$ cat src/rtl/cap_pkg.sv
package cap_pkg;
   typedef enum logic [1:0] {
      EDGE_OFF  = 2'b00,
      EDGE_FALL = 2'b01,
      EDGE_RISE = 2'b10,
      EDGE_BOTH = 2'b11
   } edge_mode_e;
endpackage

$ cat src/rtl/cap_sync_edge.sv
module cap_sync_edge #(
   parameter int STAGES = 2
) (
   input  logic clk,
   input  logic rst_n,
   input  logic din,
   output logic rise,
   output logic fall
);
   if (STAGES < 2) begin : g_bad_stages
      $error("cap_sync_edge: STAGES must be at least 2");
   end

   logic [STAGES-1:0] chain;
   logic              prev;

   always_ff @(posedge clk or negedge rst_n) begin
      if (!rst_n) chain[0] <= 1'b0;
      else        chain[0] <= din;
   end

   for (genvar i = 1; i < STAGES; i++) begin : g_stage
      always_ff @(posedge clk or negedge rst_n) begin
         if (!rst_n) chain[i] <= 1'b0;
         else        chain[i] <= chain[i-1];
      end
   end

   always_ff @(posedge clk or negedge rst_n) begin
      if (!rst_n) prev <= 1'b0;
      else        prev <= chain[STAGES-1];
   end

   assign rise = chain[STAGES-1] & ~prev;
   assign fall = ~chain[STAGES-1] & prev;

   assert_edge_excl_R2 : assert property (@(posedge clk) disable iff (!rst_n)
      $onehot0({rise, fall}));
   assert_rise_single_R3 : assert property (@(posedge clk) disable iff (!rst_n)
      rise |=> !rise);
endmodule

$ cat src/rtl/cap_fifo.sv
module cap_fifo #(
   parameter int W     = 16,
   parameter int DEPTH = 2,
   localparam int PW   = (DEPTH > 1) ? $clog2(DEPTH) : 1,
   localparam int CW   = $clog2(DEPTH + 1)
) (
   input  logic          clk,
   input  logic          rst_n,
   input  logic          push,
   input  logic [W-1:0]  din,
   input  logic          pop,
   output logic [W-1:0]  dout,
   output logic [CW-1:0] fill,
   output logic          ovf
);
   if (DEPTH < 1) begin : g_bad_depth
      $error("cap_fifo: DEPTH must be at least 1");
   end
   if (W < 1) begin : g_bad_width
      $error("cap_fifo: W must be at least 1");
   end

   logic [W-1:0]  mem [DEPTH];
   logic [PW-1:0] wr_ptr, rd_ptr;
   logic          full, do_pop, do_push;

   function automatic logic [PW-1:0] ptr_next(input logic [PW-1:0] p);
      return (p == PW'(DEPTH - 1)) ? '0 : p + 1'b1;
   endfunction

   assign full    = (fill == CW'(DEPTH));
   assign do_pop  = pop && (fill != '0);
   assign do_push = push && (!full || do_pop);

   always_ff @(posedge clk) begin
      if (do_push) mem[wr_ptr] <= din;
   end

   always_ff @(posedge clk or negedge rst_n) begin
      if (!rst_n) begin
         wr_ptr <= '0;
         rd_ptr <= '0;
         fill   <= '0;
         ovf    <= 1'b0;
      end else begin
         if (do_push) wr_ptr <= ptr_next(wr_ptr);
         if (do_pop)  rd_ptr <= ptr_next(rd_ptr);
         case ({do_push, do_pop})
            2'b10:   fill <= fill + 1'b1;
            2'b01:   fill <= fill - 1'b1;
            default: fill <= fill;
         endcase
         if (push && !do_push) ovf <= 1'b1;
      end
   end

   assign dout = mem[rd_ptr];

   assert_fill_bound_R5 : assert property (@(posedge clk) disable iff (!rst_n)
      fill <= CW'(DEPTH));
   assert_ovf_sticky_R5 : assert property (@(posedge clk) disable iff (!rst_n)
      ovf |=> ovf);
   assert_full_drop_R5 : assert property (@(posedge clk) disable iff (!rst_n)
      (full && push && !pop) |=> (ovf && fill == CW'(DEPTH)));
   assert_empty_pop_R6 : assert property (@(posedge clk) disable iff (!rst_n)
      (fill == '0 && pop && !push) |=> (fill == '0));
   assert_swap_full_R9 : assert property (@(posedge clk) disable iff (!rst_n)
      (full && push && pop && !ovf) |=> (!ovf && fill == CW'(DEPTH)));
endmodule

$ cat src/rtl/cap_channel.sv
module cap_channel
   import cap_pkg::*;
#(
   parameter int W     = 16,
   parameter int DEPTH = 2,
   parameter int WM_W  = 2,
   localparam int CW   = $clog2(DEPTH + 1)
) (
   input  logic            clk,
   input  logic            rst_n,
   input  edge_mode_e      mode,
   input  logic            rise,
   input  logic            fall,
   input  logic [W-1:0]    cnt,
   input  logic [WM_W-1:0] wm,
   input  logic            pop,
   output logic [W-1:0]    dout,
   output logic [CW-1:0]   fill,
   output logic            flag,
   output logic            ovf
);
   logic hit;

   always_comb begin
      case (mode)
         EDGE_FALL: hit = fall;
         EDGE_RISE: hit = rise;
         EDGE_BOTH: hit = rise | fall;
         default:   hit = 1'b0;
      endcase
   end

   cap_fifo #(.W(W), .DEPTH(DEPTH)) u_fifo (
      .clk  (clk),
      .rst_n(rst_n),
      .push (hit),
      .din  (cnt),
      .pop  (pop),
      .dout (dout),
      .fill (fill),
      .ovf  (ovf)
   );

   assign flag = int'(fill) > int'(wm);

   assert_off_no_fill_R2 : assert property (@(posedge clk) disable iff (!rst_n)
      (mode == EDGE_OFF) |=> (fill <= $past(fill)));
   assert_high_wm_R8 : assert property (@(posedge clk) disable iff (!rst_n)
      (int'(wm) >= DEPTH) |-> !flag);
   assert_flag_drop_R7 : assert property (@(posedge clk) disable iff (!rst_n)
      (flag && pop && !hit && $stable(wm) && int'(fill) == int'(wm) + 1) |=> !flag);
endmodule

$ cat src/rtl/dual_edge_capture.sv
module dual_edge_capture
   import cap_pkg::*;
#(
   parameter int CNT_W   = 16,
   parameter int DEPTH   = 2,
   parameter int WM_W    = 2,
   parameter int SYNC_N  = 2,
   localparam int CW     = $clog2(DEPTH + 1),
   localparam int NCH    = 2
) (
   input  logic             clk,
   input  logic             rst_n,
   input  logic [CNT_W-1:0] cnt_val,
   input  logic             sec_in,
   input  logic [1:0]       mode_a,
   input  logic [1:0]       mode_b,
   input  logic [WM_W-1:0]  water_mark,
   input  logic             pop_a,
   input  logic             pop_b,
   output logic [CNT_W-1:0] data_a,
   output logic [CNT_W-1:0] data_b,
   output logic [CW-1:0]    fill_a,
   output logic [CW-1:0]    fill_b,
   output logic             flag_a,
   output logic             flag_b,
   output logic             ovf_a,
   output logic             ovf_b
);
   logic rise, fall;

   logic [1:0]       mode_v [NCH];
   logic             pop_v  [NCH];
   logic [CNT_W-1:0] data_v [NCH];
   logic [CW-1:0]    fill_v [NCH];
   logic             flag_v [NCH];
   logic             ovf_v  [NCH];

   assign mode_v[0] = mode_a;
   assign mode_v[1] = mode_b;
   assign pop_v[0]  = pop_a;
   assign pop_v[1]  = pop_b;

   cap_sync_edge #(.STAGES(SYNC_N)) u_sync (
      .clk  (clk),
      .rst_n(rst_n),
      .din  (sec_in),
      .rise (rise),
      .fall (fall)
   );

   for (genvar c = 0; c < NCH; c++) begin : g_ch
      cap_channel #(.W(CNT_W), .DEPTH(DEPTH), .WM_W(WM_W)) u_ch (
         .clk  (clk),
         .rst_n(rst_n),
         .mode (edge_mode_e'(mode_v[c])),
         .rise (rise),
         .fall (fall),
         .cnt  (cnt_val),
         .wm   (water_mark),
         .pop  (pop_v[c]),
         .dout (data_v[c]),
         .fill (fill_v[c]),
         .flag (flag_v[c]),
         .ovf  (ovf_v[c])
      );
   end

   assign data_a = data_v[0];
   assign data_b = data_v[1];
   assign fill_a = fill_v[0];
   assign fill_b = fill_v[1];
   assign flag_a = flag_v[0];
   assign flag_b = flag_v[1];
   assign ovf_a  = ovf_v[0];
   assign ovf_b  = ovf_v[1];

   assert_shared_src_R2 : assert property (@(posedge clk) disable iff (!rst_n)
      (mode_a == mode_b && fill_a == fill_b && !pop_a && !pop_b && ovf_a == ovf_b)
      |=> (fill_a == fill_b));
endmodule

$ cat config.mk
export PLATFORM = sky130hd
export DESIGN_NAME = dual_edge_capture
export DESIGN_NICKNAME = d
export VERILOG_FILES = /design/src/rtl/cap_pkg.sv /design/src/rtl/cap_sync_edge.sv /design/src/rtl/cap_fifo.sv /design/src/rtl/cap_channel.sv /design/src/rtl/dual_edge_capture.sv
export SDC_FILE = /design/constraint.sdc
export NUM_CORES = 1
export LEC_CHECK = 0
export BUFFER_PORTS_ARGS = -buffer_cell sky130_fd_sc_hd__buf_2
export CORE_MARGIN = 1.5
export CORE_UTILIZATION = 35
export CTS_CLUSTER_SIZE = 24
export DETAILED_ROUTE_END_ITERATION = 10
export PLACE_DENSITY = 0.62
export SYNTH_ARGS = -nofsm -noshare
export SYNTH_HDL_FRONTEND = slang
export SYNTH_SLANG_ARGS = --single-unit
$ cat constraint.sdc
create_clock -name clk -period 2.25 [get_ports clk]
set_input_delay 0.225 -clock clk [delete_from_list [all_inputs] [get_ports clk]]
set_output_delay 0.225 -clock clk [all_outputs]
set_load 0.02 [all_outputs]
; ---- Word level (Yosys, flattened, before mapping)
; Memory sizes are Yosys's and may differ from the RTL's.
; Cells that the tools add are included.
[totals]
regBits = 13
ram_bits = 64
inputBits = 27
output_inout_bits = 40
n_memories = 2
[op_classes]
n_addsub = 8
n_lt_le_gt_ge = 2
eq_ne = 12
mux = 12
bitwise = 5
reduce_logical = 16
[mem_list]
columns = memory, depth, width, rd, rd_ports_with_merged_regs, wr, line_no
row1 = g_ch[0].u_ch.u_fifo.mem, 2, 16, 1, 0, 1, cap_fifo.sv:23  ; logic [W-1:0] mem [DEPTH];
row2 = g_ch[1].u_ch.u_fifo.mem, 2, 16, 1, 0, 1, cap_fifo.sv:23
[ops]
columns = cell, count
row1 = "2-bit equality test, second input constant", 8
row2 = "2-bit by 1-bit equality test with 1-bit output, second input constant", 4
row3 = 1-bit two-way mux, 8
row4 = 2-bit case mux with 2 select lines, 2
row5 = 2-bit nonzero test, 4
row6 = 1-bit logical AND, 6
row7 = 1-bit case mux with 3 select lines, 2
row8 = "1-bit adder, second input constant", 4
row9 = "2-bit by 1-bit adder with 2-bit output, second input constant", 2
row10 = 2-bit > comparator, 2
row11 = 1-bit logical NOT, 4
row12 = "2-bit by 1-bit subtractor with 2-bit output, second input constant", 2
row13 = 1-bit AND, 2
row14 = 1-bit logical OR, 2
row15 = 1-bit NOT, 2
row16 = 1-bit bitwise OR, 1

; ---- Logic depth before layout (Yosys ltp)
[logic_depth]
depth_word = 7
ltp_mapped = 9
mapped_depth_nobuf = 9

; ---- Cells and area by module
; A second synthesis with hierarchy kept.
[hier_totals]
cells_unflattened = 164
hier_area_um2 = 3007.9
[by_module_without_submodules]
columns = mod, n_inst, cells_per_inst, area_per_inst_um2, seq_area_each_um2
row1 = cap_fifo at g_ch[1].u_ch.u_fifo, 1, 75, 1405.1, 1086.0
row2 = cap_fifo at g_ch[0].u_ch.u_fifo, 1, 70, 1400.1, 1086.0
row3 = cap_channel, 2, 7, 56.3, 0.0
row4 = cap_sync_edge, 1, 5, 90.1, 75.1

; ---- Worst setup path after synthesis
; No wires, ideal clock.
[synth_timing]
path_type = reg-to-reg
from = reg u_sync.prev
to = mem g_ch[0].u_ch.u_fifo.mem[1][0] (enable)
setup_ns = 0.389
t_arrival_ns = 1.740
path_slack_ns = 0.122
stages_incl_launch_ff = 7
path_buffers = 0
synth_period_minus_slack_ns = 2.128
path_cell_list = dfrtp_1 > inv_1 > ha_1 > nand2_1 > a31oi_2 > a21o_4 > nor2_1
[synth_via]
elab_chain_cells = 7
word_cells_on_any_way = 8
cone_classes = mux (3) / bitwise (4) / reduce/logical (1)
[synth_lines]
columns = element, line_no
row1 = "start, declared", cap_sync_edge.sv:15  ; logic prev;
row2 = "start signal, assigned", cap_sync_edge.sv:31  ; else prev <= chain[STAGES-1];
row3 = 1-bit NOT, cap_sync_edge.sv:34  ; assign rise = chain[STAGES-1] & ~prev;
row4 = 1-bit AND, cap_sync_edge.sv:34
row5 = 1-bit bitwise OR, cap_channel.sv:28  ; EDGE_BOTH: hit = rise | fall;
row6 = 1-bit case mux with 3 select lines (*), cap_channel.sv:25  ; case (mode)
row7 = 1-bit logical AND (*), cap_fifo.sv:33  ; assign do_push = push && (!full || do_pop);
row8 = 1-bit two-way mux (*), cap_fifo.sv:36  ; if (do_push) mem[wr_ptr] <= din;
row9 = 1-bit two-way mux (implied by the code) (*), cap_fifo.sv:36
row10 = "end, declared", cap_fifo.sv:23
; Every way passes the cells marked *; elsewhere a longest branch is shown, timed or not.

; ---- Worst setup path in the final report
[layout_timing]
from = reg g_ch[0].u_ch.u_fifo.rd_ptr
to = out data_a[11]
[layout_via]
elab_chain_cells = 1
[layout_lines]
columns = element, line_no
row1 = "start, declared", cap_fifo.sv:24  ; logic [PW-1:0] wr_ptr, rd_ptr;
row2 = "start signal, assigned", cap_fifo.sv:47  ; if (do_pop) rd_ptr <= ptr_next(rd_ptr);
row3 = memory 2 x 16 bit, --
row4 = "end, declared", dual_edge_capture.sv:20  ; output logic [CNT_W-1:0] data_a,
; Every way passes these cells.

==> results.sh <==
export IMPL_status="completed"
export IMPL_grt_pass1_vias=1615
export IMPL_crit_slowest_cell="dfrtp_1"
export IMPL_async_reset_ff_frac=0.169
export IMPL_rsz0062_at_grt="no"
export IMPL_cp_max_fo=17
export IMPL_num_rows=33
export IMPL_synth_edff_count=64
export IMPL_synth_warnings=0
export IMPL_fin_crit_ps=2010
export IMPL_h_tree_depth=3
export IMPL_clock_sinks=77
export IMPL_min_to="g_ch[1].u_ch.u_fifo.mem[0][8]"
export IMPL_first_pass_iters=4
export IMPL_finalHoldViolCount=0
export IMPL_cts_resized=0
export IMPL_setup_viol=0
export IMPL_crit_chain="mux2_1 > buf_2"
export IMPL_maxCapViolCount=0
export IMPL_place_congestion=0.760
export IMPL_hold_depth=1
export IMPL_crit_required_ps=2030
export IMPL_drc=0
export IMPL_r2r_setup_slack_ps=470
export IMPL_synth_adder_area_share=0.0330
export IMPL_multiInputGateArea_um2=738
export IMPL_wire_per_inst_um=14.3
export IMPL_clk_pin_slew_ps=70
export IMPL_final_antenna_net_count=0
export IMPL_leakage_nw=1.50
export IMPL_die_w_um=96.1
export IMPL_synthCells=168
export IMPL_clockBufferDepth=2
export IMPL_synthXorXnorAreaFrac=0.0289
export IMPL_grt_max_degree=18
export IMPL_ys_types=18
export IMPL_chipHeight_um=96.1
export IMPL_setup_worst_path_class="reg -> out"
export IMPL_fmax_ghz=0.498
export IMPL_final_setup_tns_ps=0
export IMPL_grt_pass1_wl_um=7990
export IMPL_synth_compound_area_frac=0.0346
export IMPL_yosysMostFrequentCell="edfxtp_1"
export IMPL_insertion_delay_ps=340
export IMPL_synth_mux_area_frac=0.119
export IMPL_power_density_mw_per_mm2=1270
export IMPL_final_layout_size_suffix_gt1_frac=0.372
export IMPL_hold_slack_ps=96.1
export IMPL_synth_top_family_by_area="multiplexers"
export IMPL_gr_total_overflow=0
export IMPL_worst_slew_pin_slew_ps=779
export IMPL_area_growth_pct=25.2
export IMPL_final_nets=283
export IMPL_yosys_area_top_type="edfxtp_1"
export IMPL_synth_flop_cell="edfxtp_1"
export IMPL_io_buffers=66
export IMPL_min_from="cnt_val[8]"
export IMPL_r2r_start="u_sync.chain[1]"
export IMPL_seq_area_mm2=0.00225
export IMPL_n_antenna_cell=0
export IMPL_via_per_inst=4.54
export IMPL_pin_count=67
export IMPL_syn_avg_cell_area_um2=18.1
export IMPL_core_area_mm2=0.00830
export IMPL_cp_start_kind="flip-flop"
export IMPL_grtUsageTotal=0.122
export IMPL_relSlewSlack=0.481
export IMPL_initialDrtViolationCount=75
export IMPL_ys_top_cells_by_count="64 x edfxtp_1, 32 x mux2_1, 13 x dfrtp_1"
export IMPL_timing_critical_path_buf_inv=1
export IMPL_antenna_found_initial=1
export IMPL_endpoint_kind="output pin"
export IMPL_root_buffer="clkbuf_8"
export IMPL_synthTopCellsByArea="edfxtp_1 63%, mux2_1 12%, dfrtp_1 11%, ha_1 3.3%, xnor2_1 1.7%"
export IMPL_critPathMaxStageDelay_ps=850
export IMPL_dp_hpwl_um=3540
export IMPL_reg2regPathDepth=8
export IMPL_fp_dieArea_mm2=0.00924
export IMPL_skew_ps=2.86
export IMPL_wl_um=5130
export IMPL_slew_viol_final=0
export IMPL_syn_area_mm2=0.00303
export IMPL_cp_arrival_ps=1780
export IMPL_initial_core_util=0.366
export IMPL_hold_path_class="in -> reg"
export IMPL_utilization=0.458
export IMPL_r2r_end="g_ch[1].u_ch.u_fifo.fill[1]"
export IMPL_crit_family="flip-flops"
export IMPL_syn_num_nets=203
export IMPL_peakVddDrop_mv=0.506
export IMPL_postCtsSetupRepairBufs=0
export IMPL_cts_buffers=9
export IMPL_final_period_utilization=0.893
export IMPL_synth_top_area_share=0.633
export IMPL_fillCellCount=731
export IMPL_fin_cells=358
export IMPL_via_count=1625
export IMPL_yosys_area_share_simple=0.0247
export IMPL_cts_tree="done"
export IMPL_synth_seq_cells=77
export IMPL_cts_hold_buf=2
export IMPL_dpl_cell_count=340
export IMPL_ys_seq_area_frac=0.741
==> routing by layer <==
| metal | GRT usage | share of wire | vias to the layer above |
|---|---|---|---|
| li1 | - | - | 782 |
| met1 | 0.165 | 0.48 | 777 |
| met4 | 0.0551 | 0.015 | 2 |
| met2 | 0.177 | 0.43 | 55 |
| met5 | 0 | 0.0031 | - |
| met3 | 0.0403 | 0.066 | 9 |
==> cell usage in the layout, fill, tap and decap left out <==
master          n
clkinv_2        1
or2_1           2
dfrtp_1        13
xor2_1          4
buf_2          66
a31oi_2         2
clkinv_1        1
nand2_1         4
buf_4           5
clkinv_4        1
o21bai_1        2
a21o_4          2
bufinv_16       4
edfxtp_1       64
o21a_1          2
nor2_1          4
inv_1           9
xnor2_1         6
clkbuf_8        9
ha_1            8
dlygate4sd3_1   2
and3b_1         2
mux2_1         32
nor2_2          4
a21oi_1         4
==> metrics by stage <==
step	setup WS [ps]	cell area (um^2)	total power, mW
floorplan	122	3030	3.04
global placement	503	3520	3.52
detailed placement	452	3520	3.55
CTS	200	3800	4.87
global route	117	3800	5.09
finish	240	3800	4.81
==> where the power goes <==
group / switching, mW / internal (mW) / total (mW) / leakage, nW
Clock: 0.475 / 0.845 / 1.32 / 0.131
Sequential: 0.228 / 1.83 / 2.05 / 0.736
Combinational: 0.846 / 0.588 / 1.43 / 0.628
==> registers in the layout (all words and copies together), names as in the netlist <==
signal,cells
u_sync.chain,2
g_ch.u_ch.u_fifo.rd_ptr,2
g_ch.u_ch.u_fifo.mem,64
g_ch.u_ch.u_fifo.ovf,2
g_ch.u_ch.u_fifo.fill,4
u_sync.prev,1
g_ch.u_ch.u_fifo.wr_ptr,2
==> kinds of logic (layout without fill, tap and decap cells) <==
family	after synthesis	in the layout
fa+ha+maj	8	8
simple gates	16	16
buf+inv	13	98
compound gates	12	12
flops	77	77
xor+xnor	10	10
mux	32	32
==> how the worst max path moves through the flow <==
stage / startpoint / endpoint / slack, ps / cells past startpoint
3_3_place_gp: u_sync.chain[1] / g_ch[0].u_ch.u_fifo.fill[1] / 500 / 7
6_report: g_ch[0].u_ch.u_fifo.rd_ptr / data_a[11] / 240 / 2
4_1_cts: g_ch[0].u_ch.u_fifo.rd_ptr / data_a[11] / 200 / 2
2_1_floorplan: u_sync.prev / g_ch[0].u_ch.u_fifo.mem[1][0] / 120 / 6
3_5_place_dp: u_sync.prev / g_ch[0].u_ch.u_fifo.fill[1] / 450 / 8
5_1_grt: g_ch[0].u_ch.u_fifo.rd_ptr / data_a[9] / 120 / 2
==> area by class of cell <==
type / instances / area share
Clock buffer: 9 / 0.0326
Tap cell: 105 / 0.0346
Sequential cell: 77 / 0.591
Timing Repair Buffer: 73 / 0.102
Multi-Input combinational cell: 78 / 0.194
Inverter: 9 / 0.00889
Clock inverter: 7 / 0.0362
Power figures use the tool's default switching activity.
